**src/rtl/irq_coal_pkg.sv**
```systemverilog
// Package: constants shared by the interrupt coalescing controller.
// Assumes: nothing; it holds only fixed policy numbers.
package irq_coal_pkg;
    // Transmit requests always accepted while the count is at or below this value.
    localparam int TX_FIRST_EVENTS = 4;
    // Distance from ring length at which the transmit ring counts as nearly full.
    localparam int TX_HEADROOM     = 5;
endpackage

```
**src/rtl/irq_coal_sat_add.sv**
```systemverilog
// Module: saturating unsigned adder.
// Adds b to a and clamps the result to all-ones instead of wrapping.
// Assumes: BW <= W.
module irq_coal_sat_add #(
    parameter int W  = 17,
    parameter int BW = 1
) (
    input  logic [W-1:0]  a,
    input  logic [BW-1:0] b,
    output logic [W-1:0]  y
);
    logic [W:0] sum;

    // Widen by one bit so the carry out marks an overflow.
    assign sum = {1'b0, a} + {{(W + 1 - BW){1'b0}}, b};
    // Clamp on overflow.
    assign y   = sum[W] ? {W{1'b1}} : sum[W-1:0];
endmodule

```
**src/rtl/irq_coal_tx_gate.sv**
```systemverilog
// Module: transmit-side decision logic.
// Computes ring occupancy from head and tail, decides whether a request is
// dropped, forms the saturated new count and flags a nearly full ring.
// Assumes: head and tail are both below len; IDX_W + 1 <= CNT_W.
module irq_coal_tx_gate
    import irq_coal_pkg::*;
#(
    parameter int IDX_W = 8,
    parameter int CNT_W = 17
) (
    input  logic [IDX_W-1:0] head,
    input  logic [IDX_W-1:0] tail,
    input  logic [IDX_W-1:0] len,
    input  logic [CNT_W-1:0] cnt,
    output logic             drop,
    output logic             full,
    output logic [CNT_W-1:0] cnt_sum
);
    localparam int WW = CNT_W + 2;

    logic [IDX_W:0] pend;

    // Pending descriptors; wrap through the ring length when the tail is behind the head.
    always_comb begin
        pend = {1'b0, tail} - {1'b0, head};
        if (tail < head)
            pend = pend + {1'b0, len};
    end

    // Drop once past the first few requests while the ring is far from full.
    assign drop = (cnt > CNT_W'(TX_FIRST_EVENTS)) &&
                  ((WW'(cnt) + WW'(pend) + WW'(TX_HEADROOM)) < WW'(len));

    irq_coal_sat_add #(.W(CNT_W), .BW(IDX_W + 1)) u_sum (
        .a (cnt),
        .b (pend),
        .y (cnt_sum)
    );

    // Nearly full once the new count reaches len minus the headroom.
    assign full = (WW'(cnt_sum) + WW'(TX_HEADROOM)) >= WW'(len);
endmodule

```
**src/rtl/irq_coalescer.sv**
```systemverilog
// Module: interrupt coalescing controller (top).
// Accumulates cause bits and counts pending transmit and receive work. It
// delivers at once on a first receive event, on a one-shot low-threshold
// receive event or on a nearly full transmit ring, and otherwise defers the
// delivery to an armed flush. Events in one cycle are applied in the order
// transmit, receive, flush and merge into one registered pulse.
// Assumes: tx_head and tx_tail are below ring_len; RX_SENTINEL >= 2.
module irq_coalescer
    import irq_coal_pkg::*;
#(
    parameter int IDX_W       = 8,
    parameter int CAUSE_W     = 16,
    parameter int RX_SENTINEL = 100000
) (
    input  logic               clk,
    input  logic               rst_n,
    input  logic               tx_req,
    input  logic [IDX_W-1:0]   tx_head,
    input  logic [IDX_W-1:0]   tx_tail,
    input  logic [IDX_W-1:0]   ring_len,
    input  logic [CAUSE_W-1:0] tx_cause,
    input  logic               rx_evt,
    input  logic [CAUSE_W-1:0] rx_cause,
    input  logic               rx_low,
    input  logic               flush,
    output logic               irq_set,
    output logic [CAUSE_W-1:0] irq_cause,
    output logic               tx_kick
);
    localparam int               CNT_W  = $clog2(RX_SENTINEL + 1);
    localparam logic [CNT_W-1:0] SENT_V = CNT_W'(RX_SENTINEL);

    logic [CNT_W-1:0]   tx_cnt_q, rx_cnt_q, tx_cnt_d, rx_cnt_d;
    logic [CAUSE_W-1:0] acc_q, acc_d, out_d;
    logic               armed_q, armed_d, fire_d, kick_d;
    logic               tx_drop, tx_full;
    logic [CNT_W-1:0]   tx_sum, rx_inc;
    logic [CAUSE_W-1:0] irq_cause_q;
    logic               irq_set_q, kick_q;

    irq_coal_tx_gate #(.IDX_W(IDX_W), .CNT_W(CNT_W)) u_tx_gate (
        .head    (tx_head),
        .tail    (tx_tail),
        .len     (ring_len),
        .cnt     (tx_cnt_q),
        .drop    (tx_drop),
        .full    (tx_full),
        .cnt_sum (tx_sum)
    );

    irq_coal_sat_add #(.W(CNT_W), .BW(1)) u_rx_inc (
        .a (rx_cnt_q),
        .b (1'b1),
        .y (rx_inc)
    );

    // Next-state: apply transmit, then receive, then flush, merging all deliveries.
    always_comb begin
        tx_cnt_d = tx_cnt_q;
        rx_cnt_d = rx_cnt_q;
        acc_d    = acc_q;
        armed_d  = armed_q;
        out_d    = '0;
        fire_d   = 1'b0;
        kick_d   = 1'b0;

        if (tx_req && !tx_drop) begin
            acc_d    = acc_d | tx_cause;
            tx_cnt_d = tx_sum;
            if (tx_full) begin
                out_d    = out_d | acc_d;
                acc_d    = '0;
                tx_cnt_d = '0;
                fire_d   = 1'b1;
                if (rx_cnt_d == '0)
                    armed_d = 1'b0;
            end else begin
                armed_d = 1'b1;
            end
        end

        if (rx_evt) begin
            acc_d = acc_d | rx_cause;
            if (rx_cnt_q == '0) begin
                out_d    = out_d | acc_d;
                acc_d    = '0;
                rx_cnt_d = CNT_W'(1);
                fire_d   = 1'b1;
            end else if (rx_low && (rx_cnt_q < SENT_V)) begin
                out_d    = out_d | acc_d;
                acc_d    = '0;
                rx_cnt_d = SENT_V;
                fire_d   = 1'b1;
            end else begin
                rx_cnt_d = rx_inc;
                armed_d  = 1'b1;
            end
        end

        if (flush && armed_d) begin
            armed_d = 1'b0;
            if ((tx_cnt_d != '0) || (rx_cnt_d != '0)) begin
                tx_cnt_d = '0;
                rx_cnt_d = '0;
                out_d    = out_d | acc_d;
                acc_d    = '0;
                fire_d   = 1'b1;
                kick_d   = 1'b1;
            end
        end
    end

    // State and registered outputs, cleared by synchronous reset.
    always_ff @(posedge clk) begin
        if (!rst_n) begin
            tx_cnt_q    <= '0;
            rx_cnt_q    <= '0;
            acc_q       <= '0;
            armed_q     <= 1'b0;
            irq_set_q   <= 1'b0;
            irq_cause_q <= '0;
            kick_q      <= 1'b0;
        end else begin
            tx_cnt_q    <= tx_cnt_d;
            rx_cnt_q    <= rx_cnt_d;
            acc_q       <= acc_d;
            armed_q     <= armed_d;
            irq_set_q   <= fire_d;
            irq_cause_q <= out_d;
            kick_q      <= kick_d;
        end
    end

    assign irq_set   = irq_set_q;
    assign irq_cause = irq_cause_q;
    assign tx_kick   = kick_q;

    // a kick only ever travels with an interrupt pulse.
    a_r8_kick_with_irq: assert property (@(posedge clk) disable iff (!rst_n)
        tx_kick |-> irq_set);

    // a receive event on a zero receive count fires in the next cycle.
    a_r5_first_rx_fires: assert property (@(posedge clk) disable iff (!rst_n)
        (rx_evt && rx_cnt_q == '0) |=> irq_set);

    // a lone flush while not armed stays silent.
    a_r9_idle_flush_quiet: assert property (@(posedge clk) disable iff (!rst_n)
        (flush && !armed_q && !tx_req && !rx_evt) |=> (!irq_set && !tx_kick));

    // the low-threshold bypass does not fire again in one window.
    a_r6_bypass_once: assert property (@(posedge clk) disable iff (!rst_n)
        (rx_evt && rx_low && rx_cnt_q >= SENT_V && !tx_req && !flush) |=> !irq_set);

    // an effective flush empties both counts and kicks.
    a_r8_flush_clears: assert property (@(posedge clk) disable iff (!rst_n)
        (flush && armed_q && (tx_cnt_q != '0 || rx_cnt_q != '0) && !tx_req && !rx_evt)
        |=> (tx_cnt_q == '0 && rx_cnt_q == '0 && tx_kick));

    // the receive count never steps down except through a delivery or a flush.
    a_r11_rx_no_wrap: assert property (@(posedge clk) disable iff (!rst_n)
        (rx_evt && rx_cnt_q != '0 && !flush && !(rx_low && rx_cnt_q < SENT_V))
        |=> (rx_cnt_q >= $past(rx_cnt_q)));
endmodule

```
**config.mk**
```make
export PLATFORM = sky130hd
export DESIGN_NAME = irq_coalescer
export DESIGN_NICKNAME = d
export VERILOG_FILES = /design/src/rtl/irq_coal_pkg.sv /design/src/rtl/irq_coal_sat_add.sv /design/src/rtl/irq_coal_tx_gate.sv /design/src/rtl/irq_coalescer.sv
export SDC_FILE = /design/constraint.sdc
export NUM_CORES = 1
export LEC_CHECK = 0
export BUFFER_PORTS_ARGS = -buffer_cell sky130_fd_sc_hd__buf_2
export CAP_MARGIN = 0
export CORE_MARGIN = 2
export CORE_UTILIZATION = 60
export DETAILED_ROUTE_END_ITERATION = 16
export PLACE_DENSITY = 0.87
export SKIP_LAST_GASP = 1
export SLEW_MARGIN = 10
export SYNTH_ARGS = -nofsm -noshare
export SYNTH_HDL_FRONTEND = slang
export SYNTH_HIERARCHICAL = 1
export SYNTH_SLANG_ARGS = --single-unit
```
**constraint.sdc**
```tcl
create_clock -name clk -period 7.9 [get_ports clk]
set_input_delay 0.395 -clock clk [delete_from_list [all_inputs] [get_ports clk]]
set_output_delay 0.395 -clock clk [all_outputs]
set_load 0.01 [all_outputs]
```
Word level (Yosys, flattened, before mapping) --
Cells that the tools add are included. W data, S select, Z words.
Word-level totals: word-level logic and storage cells 75, register bits 69, output and inout port bits 18, input port bits 62
Cells by class: bitwise operators 5, $lt $le $gt $ge 5, reduce and logical (&&, ||, !) cells 11, $add $sub $neg 7, muxes and demuxes 40
Operators by type and width (number):
- $mux W16 | 14
- $mux W17 | 11
- $or A16 B16 Y16 | 4
- $add A17 B9 Y18 | 2
- $reduce_bool A17 Y1 | 2
- $add A19 B3 Y19 const B | 1
- $ge A19 B8 Y1 | 1
- $lt A19 B8 Y1 | 1
- $add A17 B1 Y18 const B | 1
- $add A17 B3 Y18 const B | 1
- $gt A17 B3 Y1 const B | 1
- $logic_not A17 Y1 | 1
- $lt A17 B17 Y1 const B | 1
- $mux W1 | 14
- $add A9 B8 Y9 | 1
- $mux W9 | 1
- $sub A8 B8 Y9 | 1
- $lt A8 B8 Y1 | 1
- $logic_and A1 B1 Y1 | 4
- $reduce_and A2 Y1 | 1
- $reduce_or A2 Y1 | 1
- $logic_not A1 Y1 | 1
- $logic_or A1 B1 Y1 | 1
- $not A1 Y1 | 1

Depth between registers and ports, before layout --
depth in word-level cells 18, depth in mapped cells 41, mapped depth without buffers 36

Cells and area by module --
The synthesis kept the hierarchy.
By module, submodules not included:
- irq_coalescer | instances 1, area each 3328.2 sq um, seq. area each 1381.3 sq um, cells an instance 386
- irq_coal_tx_gate | instances 1, area each 2065.7 sq um, seq. area each 0.0 sq um, cells an instance 272
- irq_coal_sat_add (u_tx_gate.u_sum) | instances 1, area each 694.4 sq um, seq. area each 0.0 sq um, cells an instance 92
- irq_coal_sat_add (u_rx_inc) | instances 1, area each 410.4 sq um, seq. area each 0.0 sq um, cells an instance 61

Worst setup path before layout --
Ideal clock, no wire load.
path kind input -> register, start point input tx_tail[0], end point register irq_cause_q[0] (netlist: irq_cause[0]), slack 719 ps, setup time 132 ps, stages on the path 34, data arrival time 7049 ps, data required time 7768 ps, path buffers 4, path through inv_1 -> ha_1 -> fa_1 -> inv_1 -> fa_1 -> a21o_1 -> a21oi_1 -> nor2b_1 -> o21ai_0 -> nor2b_1 -> xnor2_1 -> mux2_2 -> ha_1 -> and3_1 -> and2_4 -> a21bo_4 -> a21o_4 -> buf_6 -> nand2_1 -> a21oi_1 -> nand3b_1 -> nor2_1 -> xor2_1 -> ha_1 -> or4_1 -> a21oi_1 -> o2111a_1 -> o221ai_1 -> clkbuf_1 -> and3b_1 -> clkbuf_1 -> o211ai_1 -> clkbuf_1 -> o32ai_1
On the way: elaborated cells between the ends (all ways) 39, classes of those cells add/sub (6); order compare (3); mux (21); bitwise (3); reduce/logical (6)
RTL lines:
- start, declared | line irq_coalescer.sv:19 | input logic [IDX_W-1:0] tx_tail,
- $sub A8 B8 Y9 | line irq_coal_tx_gate.sv:25 | pend = {1'b0, tail} - {1'b0, head};
- $add A9 B8 Y9 | line irq_coal_tx_gate.sv:27 | pend = pend + {1'b0, len};
- $mux W9 * | line irq_coal_tx_gate.sv:26 | if (tail < head)
- named net u_tx_gate.pend[6] | line irq_coal_tx_gate.sv:21 | logic [IDX_W:0] pend;
- $add A17 B9 Y18 * | line irq_coal_sat_add.sv:15 | assign sum = {1'b0, a} + {{(W + 1 - BW){1'b0}}, b};
- $mux W17 * | line irq_coal_sat_add.sv:17 | assign y = sum[W] ? {W{1'b1}} : sum[W-1:0];
- named net tx_sum[2] | line irq_coalescer.sv:37 | logic [CNT_W-1:0] tx_sum, rx_inc;
- $add A17 B3 Y18 * | line irq_coal_tx_gate.sv:41 | assign full = (WW'(cnt_sum) + WW'(TX_HEADROOM)) >= WW'(len);
- [... 1 more ...]
- named net tx_full | line irq_coalescer.sv:36 | logic tx_drop, tx_full;
- [... 2 more ...]
- $or A16 B16 Y16 | line irq_coalescer.sv:83 | acc_d = acc_d | rx_cause;
- $or A16 B16 Y16 | line irq_coalescer.sv:85, irq_coalescer.sv:90
- $mux W16 | line irq_coalescer.sv:89 | end else if (rx_low && (rx_cnt_q < SENT_V)) begin
- $mux W16 | line irq_coalescer.sv:84 | if (rx_cnt_q == '0) begin
- $mux W16 | line irq_coalescer.sv:82 | if (rx_evt) begin
- $or A16 B16 Y16 | line irq_coalescer.sv:105 | out_d = out_d | acc_d;
- $mux W16 | line irq_coalescer.sv:102 | if ((tx_cnt_d != '0) || (rx_cnt_d != '0)) begin
- $mux W16 * | line irq_coalescer.sv:100 | if (flush && armed_d) begin
- end signal, assigned | line irq_coalescer.sv:129 | irq_cause_q <= out_d;
- end, declared | line irq_coalescer.sv:38 | logic [CAUSE_W-1:0] irq_cause_q;
The timed path passes the listed nets; every way through them passes the cells marked *. A chain may end at the register's enable or synchronous reset.

Final worst setup path --
start point input tx_head[0], end point register rx_cnt_q[11]
On the way: elaborated cells between the ends (all ways) 26, classes of those cells add/sub (6); order compare (3); mux (11); reduce/logical (6)
RTL lines:
- start, declared | line irq_coalescer.sv:18 | input logic [IDX_W-1:0] tx_head,
- $sub A8 B8 Y9 | line irq_coal_tx_gate.sv:25
- $add A9 B8 Y9 | line irq_coal_tx_gate.sv:27
- $mux W9 * | line irq_coal_tx_gate.sv:26
- named net u_tx_gate.pend[8] | line irq_coal_tx_gate.sv:21
- $add A17 B9 Y18 * | line irq_coal_sat_add.sv:15
- $mux W17 * | line irq_coal_sat_add.sv:17
- named net tx_sum[0] | line irq_coalescer.sv:37
- $add A17 B3 Y18 * | line irq_coal_tx_gate.sv:41
- $ge A19 B8 Y1 * | line irq_coal_tx_gate.sv:41
- named net tx_full | line irq_coalescer.sv:36
- branches (longest 6 deep; another with $mux W17)
- $mux W17 * | line irq_coalescer.sv:100
- end signal, assigned | line irq_coalescer.sv:125 | rx_cnt_q <= rx_cnt_d;
- end, declared | line irq_coalescer.sv:33 | logic [CNT_W-1:0] tx_cnt_q, rx_cnt_q, tx_cnt_d, rx_cnt_d;
Mark *: on every way through the listed nets, which the timed path passes.

==> impl_metrics.json <==
{
  "outcome": "finished clean",
  "nFillCells": 814,
  "crit_slowest_cell": "fa_1",
  "antenna_cells": 0,
  "dp_hpwl_um": 13300,
  "dr.pass1.iters": 5,
  "top_level_ports": 80,
  "yosysMostFrequentCell": "nand2_1",
  "crit_fanout": 13,
  "fin_ws_ns": 0.357,
  "worst_slew_pin_slew_ns": 0.750,
  "fin_crit_ns": 7.54,
  "route.detailed.drc": 0,
  "skew_ns": 0.0121,
  "cts_max_path_buffers": 2,
  "hold_path_class": "in2reg",
  "cts_root_buf": "clkbuf_8",
  "peakVddDrop_mv": 0.273,
  "grt.overflow.total": 0,
  "p_leak_nw": 3.14,
  "fin_nets": 1019,
  "die_h_um": 108,
  "portBuffers": 79,
  "netlist_top_cells_count": "81 x nand2_1, 69 x dfxtp_1, 64 x a21oi_1, 61 x ha_1, 49 x nor2_1",
  "synth_edf_count": 0,
  "cts_sinks": 69,
  "synthCells": 811,
  "clkLatencyLatePin_ns": 0.36,
  "synth_fp_nets": 938,
  "vias": 6699,
  "wire_per_inst_um": 17.3,
  "yosysUniqueCellTypes": 86,
  "htreeDepth": 3,
  "ys_ff_latch": 69,
  "syn_area_mm2": 0.00650,
  "yosysTopAreaCellShare_pct": 21.3,
  "crit_type": "in2reg",
  "drtAntennaViolNets": 0,
  "cp_data_arrival_time_ns": 7.79,
  "syn_to_final_growth_pct": 12.6,
  "crit_family": "compound AO/OA/AOI/OAI gates",
  "viasPerCell": 6.48,
  "relSlewSlack_pct": 50.0,
  "die_area_mm2": 0.0117,
  "synth.area.top_cells": "dfxtp_1 21%, ha_1 12%, a21oi_1 4.9%",
  "synth_top_cell_by_area": "dfxtp_1",
  "antenna_found_initial": 0,
  "async_flop_share_pct": 0,
  "report.final.slew_viol_count": 0,
  "synth_top_flop_cell": "dfxtp_1",
  "max_stage_delay_ns": 0.42,
  "clk_pin_slew_worst_paths_ns": 0.09,
  "drt_wl_total_um": 17900,
  "grt_pass1_wl_um": 28500,
  "grt_start_max_net_pins": 35,
  "cp.buffers_inverters": 4,
  "required_ns": 8.15,
  "final_core_util_pct": 70.3,
  "finalPower_mw": 3.18,
  "start_kind": "primary input",
  "start_util_pct": 62.4,
  "worstHoldStart": "rst_n",
  "setup_violations": 0,
  "num_rows": 37,
  "synth_area_per_cell_um2": 8.01,
  "drtIter0Drc": 702,
  "cts_made_buffers": 9,
  "cts_hold_buf": 0,
  "core_area_mm2": 0.0104,
  "place_congestion": 0.964,
  "crit_path_start": "tx_head[0]",
  "max_freq_mhz": 133,
  "grt_pass1_vias": 5998,
  "chipWidth_um": 108,
  "hold_violations": 0,
  "yosysSeqAreaShare_pct": 21.3,
  "powerDensity_mw_per_mm2": 435,
  "cts_tree": "built",
  "r2r_start": "tx_cnt_q[4]",
  "ys_warn_count": 6,
  "drive_gt1_share_pct": 20.7,
  "dpl_worst_slack_ns": -0.0495,
  "worstSetupEndpointType": "flop",
  "cp_common_cell": "ha_1",
  "track_usage_pct": 29.8,
  "finalCritPeriodShare_pct": 95.5,
  "maxCapViolCount": 0
}
[per-stage QoR]
stage                     hold WS (ns)  instance area (um2)  setup TNS, ns  instances
after global routing             0.389                 7320       -0.00630       1033
final                            0.381                 7320              0       1033
after global placement           0.510                 7060              0       1011
after detailed placement         0.514                 7060        -0.0495       1011
after floorplan                  0.482                 6500              0        811
after CTS                        0.362                 7260              0       1027
[layout by cell type (no fill, tap or decap), types with 17 or more instances in the layout]
| master | count |
|---|---|
| o21ai_0 | 40 |
| xnor2_1 | 23 |
| xor2_1 | 17 |
| inv_1 | 39 |
| buf_2 | 79 |
| a21oi_1 | 64 |
| a211oi_1 | 18 |
| dfxtp_1 | 69 |
| nand2_1 | 81 |
| buf_4 | 25 |
| nor3_2 | 20 |
| o32ai_1 | 19 |
| nor2_1 | 49 |
| ha_1 | 61 |
| nor3_1 | 26 |
[layer usage]
layer | vias to the layer above | global-route usage (%) | wire [um]
met4 | 0 | 7.78 | 299
met2 | 373 | 46.8 | 7850
met1 | 3085 | 42.8 | 7910
met5 | - | 0 | 0
li1 | 3198 | - | -
met3 | 43 | 4.40 | 1790
[logic make-up after synthesis]
group	count (synthesis)	synth area share, %
buffers and inverters	75	5.22
DFF	69	21.3
other	1	0.0577
muxes	18	3.08
adders and majority gates	65	13.0
xor gates and xnor gates	40	5.39
AOI/OAI and AO/OA	235	25.4
and+or+nand+nor	308	26.6
[final timing paths]
kind	slack, ns	cells after the start	endpoint
max	0.36	38	rx_cnt_q[11]
min	0.38	2	tx_cnt_q[3]
max reg2reg	2.30	23	rx_cnt_q[11]
min reg2reg	0.54	2	rx_cnt_q[16]
[registers in the layout, summed over array words and instances, names as in the netlist]
register	flops
acc_q	16
armed_q	1
irq_cause	16
irq_set	1
rx_cnt_q	17
tx_cnt_q	17
tx_kick	1
[final cells by class]
type                       count  area (um2)  share of cell area [%]
tap                          136         170                    2.32
clock buffer                   9         124                    1.69
clock inverter                 7        80.1                    1.09
multi-input combinational    667        4790                    65.5
timing repair buffer         106         623                    8.51
sequential                    69        1380                    18.9
inverter                      39         146                    2.00
[repair_timing]
action / in CTS / in global routing
resized for setup: 0 / 3
setup endpoints to repair: 0 / 58
buffers inserted: 0 / 6
[power by group]
group          switching (mW)  internal (mW)
combinational            1.33           1.02
clock                   0.155          0.150
sequential             0.0863          0.443
total                    1.57           1.61
No activity file was read; power rests on OpenSTA's default activity.
